`src/rtl/ohf_pkg.sv`:
```
package ohf_pkg;
  localparam int unsigned NUM_ST = 5;

  localparam int unsigned IX_IDLE = 0;
  localparam int unsigned IX_REQ  = 1;
  localparam int unsigned IX_WAIT = 2;
  localparam int unsigned IX_DONE = 3;
  localparam int unsigned IX_HOLD = 4;

  typedef logic [NUM_ST-1:0] st_vec_t;

  localparam st_vec_t ST_IDLE = st_vec_t'(1) << IX_IDLE;
  localparam st_vec_t ST_REQ  = st_vec_t'(1) << IX_REQ;
  localparam st_vec_t ST_WAIT = st_vec_t'(1) << IX_WAIT;
  localparam st_vec_t ST_DONE = st_vec_t'(1) << IX_DONE;
  localparam st_vec_t ST_HOLD = st_vec_t'(1) << IX_HOLD;
endpackage

```
`src/rtl/ohf_rst_sync.sv`:
```
module ohf_rst_sync #(
  parameter int unsigned STAGES = 2
) (
  input  logic clk,
  input  logic arst_n,
  output logic srst_n
);
  logic [STAGES-1:0] sync_q;

  // Reset asserts at once and releases through the flop chain.
  always_ff @(posedge clk or negedge arst_n) begin
    if (!arst_n) begin
      sync_q <= '0;
    end else begin
      sync_q <= {sync_q[STAGES-2:0], 1'b1};
    end
  end

  assign srst_n = sync_q[STAGES-1];
endmodule

```
`src/rtl/ohf_parity_mon.sv`:
```
module ohf_parity_mon
  import ohf_pkg::*;
(
  input  st_vec_t st_i,
  output logic    mismatch_o
);
  // A legal one-hot word always holds an odd number of ones.
  always_comb begin
    mismatch_o = ~(^st_i);
  end
endmodule

```
`src/rtl/ohf_next_state.sv`:
```
module ohf_next_state
  import ohf_pkg::*;
(
  input  st_vec_t st_i,
  input  logic    start_i,
  input  logic    ack_i,
  output st_vec_t nxt_o
);
  // One equation per state flop, each built from the flops that can enter it.
  always_comb begin
    nxt_o          = '0;
    nxt_o[IX_IDLE] = (st_i[IX_IDLE] & ~start_i) | (st_i[IX_HOLD] & ~start_i);
    nxt_o[IX_REQ]  = (st_i[IX_IDLE] &  start_i) | (st_i[IX_REQ]  & ~ack_i);
    nxt_o[IX_WAIT] = (st_i[IX_REQ]  &  ack_i)   | (st_i[IX_WAIT] &  ack_i);
    nxt_o[IX_DONE] =  st_i[IX_WAIT] & ~ack_i;
    nxt_o[IX_HOLD] =  st_i[IX_DONE] | (st_i[IX_HOLD] & start_i);
  end
endmodule

```
`src/rtl/ohf_out_dec.sv`:
```
module ohf_out_dec
  import ohf_pkg::*;
(
  input  logic    clk,
  input  logic    srst_n,
  input  st_vec_t st_i,
  input  logic    mismatch_i,
  output logic    req_o,
  output logic    busy_o
);
  logic [NUM_ST-1:0] hit;

  // Full-pattern match per state: a multi-hot word matches no state.
  for (genvar gi = 0; gi < NUM_ST; gi++) begin : g_hit
    localparam st_vec_t CODE = st_vec_t'(1) << gi;
    assign hit[gi] = (st_i == CODE);
  end

  always_comb begin
    req_o  = hit[IX_REQ] & ~mismatch_i;
    busy_o = (|hit[NUM_ST-1:1]) & ~mismatch_i;
  end

  AST_SAFE_OUT: assert property (@(posedge clk) disable iff (!srst_n)
    mismatch_i |-> (!req_o && !busy_o));
  AST_REQ_SINGLE: assert property (@(posedge clk) disable iff (!srst_n)
    req_o |-> ($countones(st_i) == 1));
  AST_BUSY_SINGLE: assert property (@(posedge clk) disable iff (!srst_n)
    busy_o |-> ($countones(st_i) == 1));
endmodule

```
`src/rtl/ohf_ctrl.sv`:
```
module ohf_ctrl
  import ohf_pkg::*;
#(
  parameter int unsigned SYNC_STAGES = 2
) (
  input  logic              clk,
  input  logic              rst_n,
  input  logic              start,
  input  logic              ack,
  input  logic [NUM_ST-1:0] fault_flip,
  output logic              req,
  output logic              busy,
  output logic              parity_error,
  output logic [NUM_ST-1:0] state
);
  logic    srst_n;
  st_vec_t st_q;
  st_vec_t st_d;
  st_vec_t st_nxt;
  logic    mismatch;
  logic    perr_q;

  ohf_rst_sync #(.STAGES(SYNC_STAGES)) u_rst_sync (
    .clk    (clk),
    .arst_n (rst_n),
    .srst_n (srst_n)
  );

  ohf_parity_mon u_parity (
    .st_i       (st_q),
    .mismatch_o (mismatch)
  );

  ohf_next_state u_next (
    .st_i    (st_q),
    .start_i (start),
    .ack_i   (ack),
    .nxt_o   (st_nxt)
  );

  ohf_out_dec u_dec (
    .clk        (clk),
    .srst_n     (srst_n),
    .st_i       (st_q),
    .mismatch_i (mismatch),
    .req_o      (req),
    .busy_o     (busy)
  );

  // Recovery overrides the transition logic; the injected upset lands on top.
  always_comb begin
    st_d = (mismatch ? ST_IDLE : st_nxt) ^ fault_flip;
  end

  always_ff @(posedge clk or negedge srst_n) begin
    if (!srst_n) begin
      st_q   <= ST_IDLE;
      perr_q <= 1'b0;
    end else begin
      st_q   <= st_d;
      perr_q <= mismatch;
    end
  end

  assign state        = st_q;
  assign parity_error = perr_q;

  AST_RECOVER_IDLE: assert property (@(posedge clk) disable iff (!srst_n)
    (mismatch && fault_flip == '0) |=> (state == ST_IDLE));
  AST_PERR_PULSE: assert property (@(posedge clk) disable iff (!srst_n)
    mismatch |=> parity_error);
  AST_PERR_QUIET: assert property (@(posedge clk) disable iff (!srst_n)
    !mismatch |=> !parity_error);
  AST_IDLE_START: assert property (@(posedge clk) disable iff (!srst_n)
    (state == ST_IDLE && start && fault_flip == '0) |=> (state == ST_REQ));
endmodule

```
`config.mk`:
```
export PLATFORM = sky130hd
export DESIGN_NAME = ohf_ctrl
export DESIGN_NICKNAME = d
export VERILOG_FILES = /design/src/rtl/ohf_pkg.sv /design/src/rtl/ohf_rst_sync.sv /design/src/rtl/ohf_parity_mon.sv /design/src/rtl/ohf_next_state.sv /design/src/rtl/ohf_out_dec.sv /design/src/rtl/ohf_ctrl.sv
export SDC_FILE = /design/constraint.sdc
export NUM_CORES = 1
export LEC_CHECK = 0
export ABC_AREA = 1
export BUFFER_PORTS_ARGS = -buffer_cell sky130_fd_sc_hd__buf_2
export CORE_ASPECT_RATIO = 0.7
export CORE_MARGIN = 1.5
export CORE_UTILIZATION = 26
export CTS_CLUSTER_SIZE = 40
export DETAILED_ROUTE_END_ITERATION = 16
export GPL_ROUTABILITY_DRIVEN = 0
export PLACE_DENSITY_LB_ADDON = 0.05
export SLEW_MARGIN = 20
export SYNTH_ARGS = -nofsm -noshare
export SYNTH_HDL_FRONTEND = slang
export SYNTH_SLANG_ARGS = --single-unit
```
`constraint.sdc`:
```
create_clock -name clk -period 1.85 [get_ports clk]
set_input_delay 0.37 -clock clk [delete_from_list [all_inputs] [get_ports clk]]
set_output_delay 0.37 -clock clk [all_outputs]
set_load 0.005 [all_outputs]
```
==> impl_metrics.ini <==
[floorplan]
die_y_um = 41.0
die_area_um2 = 2350
io_pins = 17
fp-row-count = 13
core_um2 = 1900
die_w_um = 57.3
initial_core_util_pct = 28.2

[layout]
final-seq-area_um2 = 201
fillers = 209
final_common_cell = nand2_1
instances_no_fill = 117
most-common-layout-cells = nand2_1 (17), buf_2 (16), inv_1 (7), dfrtp_1 (7), buf_4 (7)
drive_gt1_share_pct = 44.2
antenna_cells = 0
syn_to_final_growth_pct = 38.7
layout.nets = 110
multi_input_area_um2 = 302

[worst_setup_path]
crit_path_start_kind = flop
crit_arrival_ns = 1.63
reg2reg_slack_ns = 0.12
cp.required_ns = 1.48
critPathKind = reg2out
cp-end-kind = output pin
cp_max_fo = 4

[drt]
num_vias = 502
viasPerCell = 4.29
totalWireLength_um = 1230
drc = 0
dr.pass1.iters = 4
ant_nets = 0
drtIter0Drc = 6
routedWlPerCell_um = 10.5

[power]
powerDensity_nw_per_um2 = 2040
pwr-share-comb_pct = 68.5
total_power_mw = 1.52
clkPwrFrac_pct = 9.9
pwr-share-seq_pct = 21.6
swShare_pct = 45.4
p_int_mw = 0.829
leakagePower_nw = 0.416
switching_power_mw = 0.689
peakVddDrop_uv = 845

[timing]
setup_viol = 2
post-route-min-period_ns = 2.00
fin_crit_sh_pct = 108
finalMaxSlewViolations = 0
hold_violations = 0
rsz0062_at_grt = true
setup-tns-final_ns = -0.275
finClkSkew_ns = 0.000210
fin_ws_ns = -0.150
fmax_mhz = 500

[grt]
grt_max_degree = 11
gr-total-overflow = 0
grt_pass1_wl_um = 2070
antenna_found_initial = 0
grt_util_all_layers_pct = 13.0
grt_pass1_vias = 440

[clock_network]
cts_buffers = 3
cts.sinks = 8
clk_pin_slew_ns = 0.06
root_buffer = clkbuf_4
cts_tree = done
htreeDepth = 1
clk_path_buf_depth = 2
insertion_delay_ns = 0.26

[synthesis]
ys_warn_count = 0
synth_top_area_share_pct = 32.6
yosysTopAreaCell = dfrtp_1
synth_cells = 69
syn_area_per_cell_um2 = 7.78
syn_nets = 83
syn-cell-area_um2 = 537
synth.distinct_cells = 17
yosys_register_bits = 8
synth_area_leaders = dfrtp_1 (33%), nand2_1 (13%), ha_1 (12%)
yosysSeqAreaShare_pct = 37.5

[min_path]
hold_class = reg2async

[placed_design]
dp_cells = 107
port_buffers = 16
dp_hpwl_um = 926
pre_cts_slack_ns = 0.0421

[run_status]
status = finished with violations
violations = negative setup slack

[job]
maxCapViolCount = 0
[worst max-delay path, stage by stage, from the launching register on]
cell	delay, ns
dfstp_2	0.55
inv_2	0.06
ha_4	0.26
inv_2	0.03
nand2_2	0.07
nand2_2	0.05
nand2_2	0.06
nand2_2	0.07
a21oi_2	0.10
buf_2	0.11
[synth_stat cells, drive strengths merged]
| master | n |
|---|---|
| conb | 1 |
| inv | 12 |
| o21bai | 1 |
| dfrtp | 7 |
| a21oi | 1 |
| dfstp | 1 |
| nand3 | 7 |
| nand2 | 22 |
| buf | 2 |
| o21ai | 1 |
| ha | 5 |
| nor2 | 3 |
| o211ai | 1 |
| nand4 | 5 |
[state kept, by name, summed over array words and instances (netlist names)]
register           flops
state                  5
u_rst_sync.sync_q      2
parity_error           1
[final cells by class]
type                    count  share of cell area, %
inverters                  12                   6.05
multi-input cells          47                   40.5
well taps                  22                   3.70
flip-flops and latches      8                   27.1
clock buffers               4                   3.53
repair buffers             24                   19.2
[final timing paths]
path / depth (start not counted) / start / end
max in group asynchronous: 2 / rst_n / u_rst_sync.sync_q[0]
min in group clk: 3 / fault_flip[3] / state[3]
min reg2reg: 0 / u_rst_sync.sync_q[1] / state[4]
max reg2reg: 12 / state[0] / state[1]
min: 0 / u_rst_sync.sync_q[1] / state[4]
max: 9 / state[0] / busy
[through the flow]
step	area [um2]	util (%)	hold WS, ns
after CTS	756	39.7	0.130
after detailed placement	637	33.5	0.120
after global routing	744	39.1	0.139
after global placement	637	33.5	0.133
after floorplan	537	-	0.0670
final	744	39.1	0.122
[cell families after synthesis]
group                    share of synthesized area, %
AND/OR/NAND/NOR                                  32.2
buffers and inverters                            12.6
flip-flops                                       37.5
adder cells (fa/ha/maj)                          11.7
AO/OA/AOI/OAI                                    5.36
other                                           0.699
[routing by layer]
layer  part of all wire (%)  GRT usage [%]  vias to the layer above
met3                    7.1           7.57                        0
li1                       -              -                      270
met5                      0              0                        -
met2                     44           20.1                       13
met1                     49           16.4                      219
met4                      0           1.74                        0
[power groups by stage]
stage / Sequential (mW) / Combinational, mW / Clock [mW]
final: 0.328 / 1.04 / 0.151
after global routing: 0.343 / 1.19 / 0.166
after CTS: 0.327 / 1.10 / 0.156
after detailed placement: 0.327 / 0.790 / 0
after global placement: 0.327 / 0.796 / 0
after floorplan: 0.322 / 0.609 / 0
[repair_timing]
| action | 4_1_cts | 5_1_grt |
|---|---|---|
| hold buffers | 1 | 0 |
| endpoints found under the setup margin | 2 | 7 |
| hold endpoints to repair | 2 | 0 |
| resized for setup | 9 | 1 |
| pin swaps | 4 | 5 |
| cloned | 0 | 0 |
| buffers inserted | 6 | 1 |
Power figures use the tool's default switching activity.
